`src/rtl/selfprog_pkg.sv`:
```
package selfprog_pkg;
  localparam int B_EN    = 0;
  localparam int B_ERASE = 1;
  localparam int B_WRITE = 2;
  localparam int B_FUSE  = 3;
  localparam int B_CLR   = 4;
  localparam int B_SIG   = 5;

  typedef enum logic [2:0] {
    CMD_NONE, CMD_FILL, CMD_WRITE, CMD_ERASE, CMD_CLEAR, CMD_SIGRD, CMD_FUSERD
  } cmd_e;

  function automatic cmd_e decode_cmd(input logic [7:0] w);
    if (!w[B_EN])         return CMD_NONE;
    else if (w[B_WRITE])  return CMD_WRITE;
    else if (w[B_ERASE])  return CMD_ERASE;
    else if (w[B_CLR])    return CMD_CLEAR;
    else if (w[B_SIG])    return CMD_SIGRD;
    else if (w[B_FUSE])   return CMD_FUSERD;
    else                  return CMD_FILL;
  endfunction

  function automatic logic [5:0] cmd_bits(input cmd_e c);
    logic [5:0] b;
    b = '0;
    case (c)
      CMD_WRITE:  b[B_WRITE] = 1'b1;
      CMD_ERASE:  b[B_ERASE] = 1'b1;
      CMD_SIGRD:  b[B_SIG]   = 1'b1;
      CMD_FUSERD: b[B_FUSE]  = 1'b1;
      default:    b = '0;
    endcase
    if (c != CMD_NONE && c != CMD_CLEAR) b[B_EN] = 1'b1;
    return b;
  endfunction

  function automatic logic is_store_cmd(input cmd_e c);
    return (c == CMD_FILL) || (c == CMD_WRITE) || (c == CMD_ERASE);
  endfunction

  function automatic logic is_load_cmd(input cmd_e c);
    return (c == CMD_SIGRD) || (c == CMD_FUSERD);
  endfunction
endpackage

```
`src/rtl/selfprog_arm_win.sv`:
```
module selfprog_arm_win #(
  parameter int MAX_WIN = 4,
  localparam int CW = $clog2(MAX_WIN + 1)
) (
  input  logic          clk,
  input  logic          rst_n,
  input  logic          load,
  input  logic [CW-1:0] load_val,
  input  logic          kill,
  input  logic          hit,
  output logic          armed,
  output logic          timeout
);
  logic [CW-1:0] cnt_q;

  assign armed   = (cnt_q != '0);
  assign timeout = (cnt_q == CW'(1)) && !load && !kill && !hit;

  always_ff @(posedge clk or negedge rst_n) begin
    if (!rst_n)                             cnt_q <= '0;
    else if (load)                          cnt_q <= load_val;
    else if (kill || hit || cnt_q == CW'(1)) cnt_q <= '0;
    else if (armed)                         cnt_q <= cnt_q - CW'(1);
  end
endmodule

```
`src/rtl/selfprog_busy_tmr.sv`:
```
module selfprog_busy_tmr #(
  parameter int CYCLES = 32000,
  localparam int CW = $clog2(CYCLES + 1)
) (
  input  logic clk,
  input  logic rst_n,
  input  logic start,
  output logic busy,
  output logic done
);
  logic [CW-1:0] cnt_q;
  logic          busy_q;

  assign busy = busy_q;
  assign done = busy_q && (cnt_q == '0);

  always_ff @(posedge clk or negedge rst_n) begin
    if (!rst_n) begin
      busy_q <= 1'b0;
      cnt_q  <= '0;
    end else if (start && !busy_q) begin
      busy_q <= 1'b1;
      cnt_q  <= CW'(CYCLES - 1);
    end else if (done) begin
      busy_q <= 1'b0;
    end else if (busy_q) begin
      cnt_q <= cnt_q - CW'(1);
    end
  end
endmodule

```
`src/rtl/selfprog_rd_mux.sv`:
```
module selfprog_rd_mux (
  input  logic       sig_sel,
  input  logic       fuse_sel,
  input  logic       z0,
  input  logic [7:0] pm_rdata,
  input  logic [7:0] sig_rdata,
  input  logic [7:0] fuse_rdata,
  input  logic [7:0] lock_rdata,
  output logic [7:0] ld_rdata
);
  always_comb begin
    if (sig_sel)       ld_rdata = sig_rdata;
    else if (fuse_sel) ld_rdata = z0 ? lock_rdata : fuse_rdata;
    else               ld_rdata = pm_rdata;
  end
endmodule

```
`src/rtl/selfprog_seq.sv`:
```
module selfprog_seq
  import selfprog_pkg::*;
#(
  parameter int ZW          = 16,
  parameter int WORD_BITS   = 5,
  parameter int ST_WIN      = 4,
  parameter int LD_WIN      = 3,
  parameter int BUSY_CYCLES = 32000,
  localparam int PAGE_W  = ZW - WORD_BITS - 1,
  localparam int MAX_WIN = (ST_WIN > LD_WIN) ? ST_WIN : LD_WIN,
  localparam int WCW     = $clog2(MAX_WIN + 1)
) (
  input  logic                 clk,
  input  logic                 rst_n,
  input  logic                 reg_we,
  input  logic [7:0]           reg_wdata,
  output logic [7:0]           reg_rdata,
  input  logic                 st_strobe,
  input  logic                 ld_strobe,
  input  logic [ZW-1:0]        zptr,
  input  logic [15:0]          data_in,
  input  logic [7:0]           pm_rdata,
  input  logic [7:0]           sig_rdata,
  input  logic [7:0]           fuse_rdata,
  input  logic [7:0]           lock_rdata,
  output logic [7:0]           ld_rdata,
  output logic                 fl_start,
  output logic                 fl_erase,
  output logic [PAGE_W-1:0]    fl_page,
  output logic                 buf_we,
  output logic [WORD_BITS-1:0] buf_waddr,
  output logic [15:0]          buf_wdata,
  output logic                 buf_clear,
  output logic                 cpu_halt
);
  logic [5:0] ctl_q;
  cmd_e       cmd_q;
  cmd_e       new_cmd;
  logic       armed, timeout, busy, done;
  logic       wr_ok, arm_now, st_hit, ld_hit, launch_pg;
  logic [WCW-1:0] win_val;

  assign new_cmd   = decode_cmd(reg_wdata);
  assign wr_ok     = reg_we && !busy;
  assign arm_now   = wr_ok && (is_store_cmd(new_cmd) || is_load_cmd(new_cmd));
  assign win_val   = is_load_cmd(new_cmd) ? WCW'(LD_WIN) : WCW'(ST_WIN);
  assign st_hit    = armed && !wr_ok && st_strobe && is_store_cmd(cmd_q);
  assign ld_hit    = armed && !wr_ok && ld_strobe && is_load_cmd(cmd_q);
  assign launch_pg = st_hit && (cmd_q == CMD_WRITE || cmd_q == CMD_ERASE);

  selfprog_arm_win #(.MAX_WIN(MAX_WIN)) u_win (
    .clk(clk), .rst_n(rst_n),
    .load(arm_now), .load_val(win_val), .kill(wr_ok),
    .hit(st_hit || ld_hit), .armed(armed), .timeout(timeout)
  );

  selfprog_busy_tmr #(.CYCLES(BUSY_CYCLES)) u_busy (
    .clk(clk), .rst_n(rst_n), .start(launch_pg), .busy(busy), .done(done)
  );

  selfprog_rd_mux u_mux (
    .sig_sel(armed && cmd_q == CMD_SIGRD),
    .fuse_sel(armed && cmd_q == CMD_FUSERD),
    .z0(zptr[0]),
    .pm_rdata(pm_rdata), .sig_rdata(sig_rdata),
    .fuse_rdata(fuse_rdata), .lock_rdata(lock_rdata),
    .ld_rdata(ld_rdata)
  );

  assign reg_rdata = {2'b00, ctl_q};
  assign cpu_halt  = busy;

  always_ff @(posedge clk or negedge rst_n) begin
    if (!rst_n) begin
      ctl_q     <= '0;
      cmd_q     <= CMD_NONE;
      fl_start  <= 1'b0;
      fl_erase  <= 1'b0;
      fl_page   <= '0;
      buf_we    <= 1'b0;
      buf_waddr <= '0;
      buf_wdata <= '0;
      buf_clear <= 1'b0;
    end else begin
      fl_start  <= 1'b0;
      buf_we    <= 1'b0;
      buf_clear <= 1'b0;
      if (wr_ok) begin
        if (new_cmd == CMD_NONE) begin
          ctl_q <= reg_wdata[5:0];
          cmd_q <= CMD_NONE;
        end else if (new_cmd == CMD_CLEAR) begin
          ctl_q     <= '0;
          cmd_q     <= CMD_NONE;
          buf_clear <= 1'b1;
        end else begin
          ctl_q <= cmd_bits(new_cmd);
          cmd_q <= new_cmd;
        end
      end else if (st_hit) begin
        if (cmd_q == CMD_FILL) begin
          buf_we    <= 1'b1;
          buf_waddr <= zptr[WORD_BITS:1];
          buf_wdata <= data_in;
          ctl_q     <= '0;
          cmd_q     <= CMD_NONE;
        end else begin
          fl_start <= 1'b1;
          fl_erase <= (cmd_q == CMD_ERASE);
          fl_page  <= zptr[ZW-1:WORD_BITS+1];
        end
      end else if (ld_hit || timeout || done) begin
        ctl_q <= '0;
        cmd_q <= CMD_NONE;
      end
    end
  end
endmodule

```
`config.mk`:
```
export PLATFORM = sky130hd
export DESIGN_NAME = selfprog_seq
export DESIGN_NICKNAME = d
export VERILOG_FILES = /design/src/rtl/selfprog_pkg.sv /design/src/rtl/selfprog_arm_win.sv /design/src/rtl/selfprog_busy_tmr.sv /design/src/rtl/selfprog_rd_mux.sv /design/src/rtl/selfprog_seq.sv
export SDC_FILE = /design/constraint.sdc
export NUM_CORES = 1
export LEC_CHECK = 0
export ABC_CLOCK_PERIOD_IN_PS = 3760
export BUFFER_PORTS_ARGS = -buffer_cell sky130_fd_sc_hd__buf_4
export CORE_MARGIN = 5
export CORE_UTILIZATION = 50
export DETAILED_ROUTE_END_ITERATION = 10
export GPL_TIMING_DRIVEN = 0
export PLACE_DENSITY = 0.82
export SLEW_MARGIN = 10
export SYNTH_ARGS = -nofsm -noshare
export SYNTH_HDL_FRONTEND = slang
export SYNTH_SLANG_ARGS = --single-unit
```
`constraint.sdc`:
```
create_clock -name clk -period 3.76 [get_ports clk]
set_clock_uncertainty 0.05 [all_clocks]
set_input_delay 0.188 -clock clk [delete_from_list [all_inputs] [get_ports clk]]
set_output_delay 0.188 -clock clk [all_outputs]
set_load 0.05 [all_outputs]
```
Word-level counts from Yosys, hierarchy flattened. Index checks and enable logic that the tools add are counted.

Flip-flop bits (word level): 63. Bits in latches: 0. Bits in writable memories: 0. ROM bits: 0. Input port bits: 77. Output and inout port bits: 52. Logic and storage cells: 120. Memories kept: 0.

Add/subtract/negate cells: 2. Multipliers: 0. Divide/modulo/power cells: 0. Magnitude comparators: 0. Equality and inequality tests: 15. Shift-type cells: 0. Mux-type cells: 44. Bitwise operators: 2. Reductions and logical operators: 45.

Operators with widths (count): 2-to-1 mux 3 bit (16); 2-to-1 mux 15 bit (3); 2-to-1 mux 6 bit (6); 2-to-1 mux 8 bit (3); logical AND 1 bit (16); 2-to-1 mux 1 bit (16); == test 3 bit (second input constant) (5); zero test 15 bit (1); subtractor 15 x 1 -> 15 bit (second input constant) (1); logical OR 1 bit (13); == test 3 x 2 -> 1 bit (second input constant) (4); nonzero test 3 bit (4); == test 3 x 1 -> 1 bit (second input constant) (3); AND reduction 3 bit (2); zero test 1 bit (4); AND reduction 2 bit (2); nonzero test 2 bit (2); zero test 3 bit (1); inequality test 3 x 1 -> 1 bit (second input constant) (1); inequality test 3 bit (second input constant) (1); subtractor 3 x 1 -> 3 bit (second input constant) (1); inequality test 2 x 1 -> 1 bit (second input constant) (1); inverter 1 bit (2).

Longest topological paths before layout.
Word-level depth: 20. Depth in mapped cells: 9.

Modules after synthesis. A second synthesis with hierarchy kept.

Cell total of the unflattened synthesis: 305. Area, all modules: 3289.4 µm².

Modules (own cells, without submodules): selfprog_seq (times used 1, cells an instance 155, area an instance 1923.1 µm², seq. area each 1101.1 µm²); selfprog_busy_tmr (times used 1, cells an instance 95, area an instance 872.1 µm², seq. area each 400.4 µm²); selfprog_rd_mux (times used 1, cells an instance 30, area an instance 265.3 µm², seq. area each 0.0 µm²); selfprog_arm_win (times used 1, cells an instance 25, area an instance 229.0 µm², seq. area each 75.1 µm²).

Least setup slack after synthesis. OpenSTA, ideal clock, no wires.

Path type: register to register. Start: register u_busy.busy_q (netlist: u_busy.busy). End: register buf_waddr[4]. Setup time: 0.125 ns. Arrival time: 2.140 ns. Required time: 3.585 ns. Setup slack: 1.445 ns. Cell stages (with the launch flop): 7. Path buffers: 2. Period minus slack after synthesis: 2.315 ns. Path through: dfrtp_1 > clkbuf_2 > nand2b_1 > nand3_1 > nor3b_1 > buf_2 > mux2_2.

Longest elaborated chain between the ends: 7. Elaborated cells between the ends (all ways): 8. Classes of those cells: bitwise: 1; reduce/logical: 7.

RTL lines: start: declaration (RTL line selfprog_busy_tmr.sv:12) `logic busy_q;`; start signal: assignment (RTL line selfprog_busy_tmr.sv:19) `busy_q <= 1'b0;`; start signal: assignment (RTL line selfprog_busy_tmr.sv:22) `busy_q <= 1'b1;`; start signal: assignment (RTL line selfprog_busy_tmr.sv:25) `busy_q <= 1'b0;`; zero test 1 bit * (RTL line selfprog_seq.sv:44) `assign wr_ok = reg_we && !busy;`; logical AND 1 bit * (RTL line selfprog_seq.sv:44); zero test 1 bit (RTL line selfprog_seq.sv:47) `assign st_hit = armed && !wr_ok && st_strobe && is_store_cmd(cmd_q);`; logical AND 1 bit (3 in a row) (RTL line selfprog_seq.sv:47); AND reduction 3 bit (no source line) *; end signal: assignment (RTL line selfprog_seq.sv:103) `buf_waddr <= zptr[WORD_BITS:1];`; end: declaration (RTL line selfprog_seq.sv:31) `output logic [WORD_BITS-1:0] buf_waddr,`.

Mark *: on every way between the ends. The rest lies on a longest branch, timed or not. A chain may end at the register's enable or synchronous reset.

Worst setup path in the final report.
Start: register u_win.cnt_q[0]. End: output ld_rdata[1].

Longest elaborated chain between the ends: 4. Elaborated cells between the ends (all ways): 5. Classes of those cells: mux: 2; reduce/logical: 3.

RTL lines: start: declaration (RTL line selfprog_arm_win.sv:14) `logic [CW-1:0] cnt_q;`; start signal: assignment (RTL line selfprog_arm_win.sv:21) `else if (load) cnt_q <= load_val;`; start signal: assignment (RTL line selfprog_arm_win.sv:23) `else if (armed) cnt_q <= cnt_q - CW'(1);`; nonzero test 3 bit * (RTL line selfprog_arm_win.sv:16) `assign armed = (cnt_q != '0);`; logical AND 1 bit (RTL line selfprog_seq.sv:63) `.fuse_sel(armed && cmd_q == CMD_FUSERD),`; 2-to-1 mux 8 bit (RTL line selfprog_rd_mux.sv:13) `else if (fuse_sel) ld_rdata = z0 ? lock_rdata : fuse_rdata;`; 2-to-1 mux 8 bit * (RTL line selfprog_rd_mux.sv:12) `if (sig_sel) ld_rdata = sig_rdata;`; end: declaration (RTL line selfprog_seq.sv:26) `output logic [7:0] ld_rdata,`.

Marks and branches as above.

==> qor.yml <==
status:
  status: "finished clean"
drt:
  totalWireLength_mm: 8.907
  post_drt_wl_per_cell_um: 17.13
  routed_via_density: 5.402
  drtIter0Drc: 141
  num_vias: 2809
  drc: 0
  drt.antenna.violating_nets: 0
  drt-pass1-iter-count: 4
clock_tree:
  clkLatencyLatePin_ns: 0.34
  cts_buffers: 9
  cts-resized-gates: 0
  post_cts_buffers: 0
  clk_pin_slew_ns: 0.07
  clockBufferDepth: 2
  cts_tree: "built"
  clock-sinks: 63
  htreeDepth: 3
  root_buffer: "clkbuf_8"
  hold_buffers: 8
min_path:
  min_path_type: "in -> reg"
layout:
  nFillCells: 460
  diodes: 0
  drive_gt1_frac: 0.4492
  nets: 520
  area_growth_pct: 40.87
placement:
  port_buffers: 123
  hpwl_mm: 6.358
  gp_congestion: 0.8436
critical_path:
  r2r_slack_ns: 1.29
  worstPathRequired_ns: 3.52
  crit_type: "reg -> out"
  critPathCaptureType: "output pin"
  start_kind: "flop"
  cp.arrival_ns: 2.59
  path_max_fanout: 8
  max_stage_delay_ns: 0.41
  cp_cell_sequence: "inv_1, ha_1, nand2b_1, clkbuf_1, nand4b_1, mux2_2, mux2_2, buf_4"
  cpMaxStageDelayCell: "nand4b_1"
  timing.critical_path.mode_cell: "mux2_2"
global_route:
  grt_overflow: 0
  met2_usage: 0.3543
  grt_antenna_before_repair: 0
  top_usage_layer: "met2"
  met1_usage: 0.2574
  grt_pass1_vias: 2814
  use_met3: 0.07262
  grt_pass1_wl_mm: 14.12
  grt_max_degree: 64
  grt_use_total: 0.2125
synth:
  synthCells: 294
  ys_ff_latch: 63
  synth_cell_types: 52
  yosys.area.top_type_share: 0.4918
  synth_top_area_cell: "dfrtp_1"
  syn-cell-area_um2: 3206
  avgSynthCellArea_um2: 10.90
  synth_edf_count: 0
  ys_seq_area_frac: 0.4918
  ys_async_sr_fraction: 1.000
  yosys_most_used_dff: "dfrtp_1"
  synthTopCellsByArea: "dfrtp_1, mux2_2, nand2_1"
  yosys_warnings: 0
sta:
  maxSlewHeadroom: 0.4799
  finalHoldViolCount: 0
  fmax_ghz: 0.3542
  tightest_slew_ns: 0.7755
  hold_ws_ns: 0.01164
  finalCritPeriodShare: 0.7509
  final-setup-viol-count: 0
  finalMaxSlewViolations: 0
  tns_ns: 0
  fin_crit_ns: 2.823
  grt_setup_unrepaired: "false"
pwr:
  netSwitchingFraction: 0.4012
  power.internal_uw: 1423
  ir_worst_vdd_mv: 0.4892
  clockPowerShare: 0.251
  power-per-cell-area_nw_per_um2: 526.3
  p_sw_uw: 953.4
  combPwrFrac: 0.386
  total_leakage_power_uw: 0.002259
  pwr-share-seq: 0.363
die:
  core_area_um2: 6277
  die_area_um2: 8113
  pin_count: 129
  initial_utilization: 0.5107
  die_h_um: 90.07
  floorplan.rows: 29
  die_x_um: 90.07
run:
  drv_cap: 0
## power by group through the flow
stage          sequential [uW]  combinational (uW)  clock [uW]
6_report                   862                 918         597
5_1_grt                    875                 970         630
4_1_cts                    859                 921         599
3_5_place_dp               871                 909           0
3_3_place_gp               862                 893           0
2_1_floorplan             1210                 251           0
## metal layers
metal / vias to the layer above / wire length (um)
met5: - / 0
met1: 1363 / 3609
met2: 80 / 4629
met4: 0 / 151
li1: 1351 / -
met3: 15 / 516
## worst max-delay path, delay by kind of cell, from the launching register on
kind | cells | cell delay (ns)
DFF | 1 | 0.39
adders and majority gates | 1 | 0.21
and+or+nand+nor | 2 | 0.48
muxes | 2 | 0.68
buffers and inverters | 3 | 0.49
## path summary, 6_finish.rpt
kind,to,cells after the start,from
max reg2reg,buf_wdata[8],8,u_win.cnt_q[0]
min reg2reg,ctl_q[0],1,ctl_q[0]
max in group asynchronous,u_win.cnt_q[2],2,rst_n
min,fl_page[0],3,zptr[6]
min in group asynchronous,buf_wdata[7],2,rst_n
max,ld_rdata[1],8,u_win.cnt_q[0]
## per-stage QoR
step	instance area, um2	instances	utilization	setup slack (ns)	power, uW
floorplan	3209	295	-	1.445	1465
finish	4516	520	0.7194	0.9368	2377
CTS	4506	519	0.7178	0.9096	2380
global route	4516	520	0.7194	0.7252	2475
global placement	4229	495	0.6737	1.346	1756
detailed placement	4229	495	0.6737	1.279	1781
## synth_stat cells, types with 4 or more instances
cell,number
buf_2,4
nand2_1,46
ha_1,5
nor3_1,11
a21oi_1,4
inv_1,8
mux2_2,45
nor4_1,7
nor2_1,10
dfrtp_1,63
or4_1,4
clkbuf_1,4
nand4_1,4
nand3_1,6
nor2b_1,4
o21ai_0,9
or3_1,5
## layout by cell type, fill, tap and decap left out, types with 4 or more instances in the layout
cell type	n
nor2b_1	4
buf_4	125
a21oi_1	4
nand3_1	6
buf_2	4
dfrtp_1	63
nand4_1	4
clkbuf_1	4
o21ai_0	9
nand2_1	46
nor2_1	10
nor3_1	11
nor4_1	7
inv_1	8
ha_1	5
or4_1	4
clkbuf_8	9
or3_1	5
mux2_2	45
dlygate4sd3_1	9
## area by class of cell
class | instances | area, um2 | area share
Sequential cell | 63 | 1577 | 0.3491
Inverter | 8 | 30.03 | 0.006650
Clock buffer | 9 | 123.9 | 0.02743
Timing Repair Buffer | 132 | 1013 | 0.2244
Buffer | 14 | 73.82 | 0.01635
Multi-Input combinational cell | 210 | 1529 | 0.3386
Clock inverter | 7 | 72.57 | 0.01607
Tap cell | 77 | 96.34 | 0.02134
## registers in the layout, indices dropped and copies added, names as in the netlist, 3 cells and up
register,flops
u_busy.cnt_q,15
fl_page,10
buf_waddr,5
ctl_q,6
buf_wdata,16
cmd_q,3
u_win.cnt_q,3
## kinds of logic (layout without fill, tap and decap cells)
family          after synthesis  in the layout  synth area share
simple gates                112            112            0.1823
flops                        63             63            0.4918
mux                          46             46            0.1612
compound gates               42             42            0.1034
buf+inv                      22            170           0.03239
fa+ha+maj                     5              5           0.01952
xor+xnor                      3              3          0.008198
other cells                   1              2          0.001170
No activity file was read; power rests on OpenSTA's default activity.
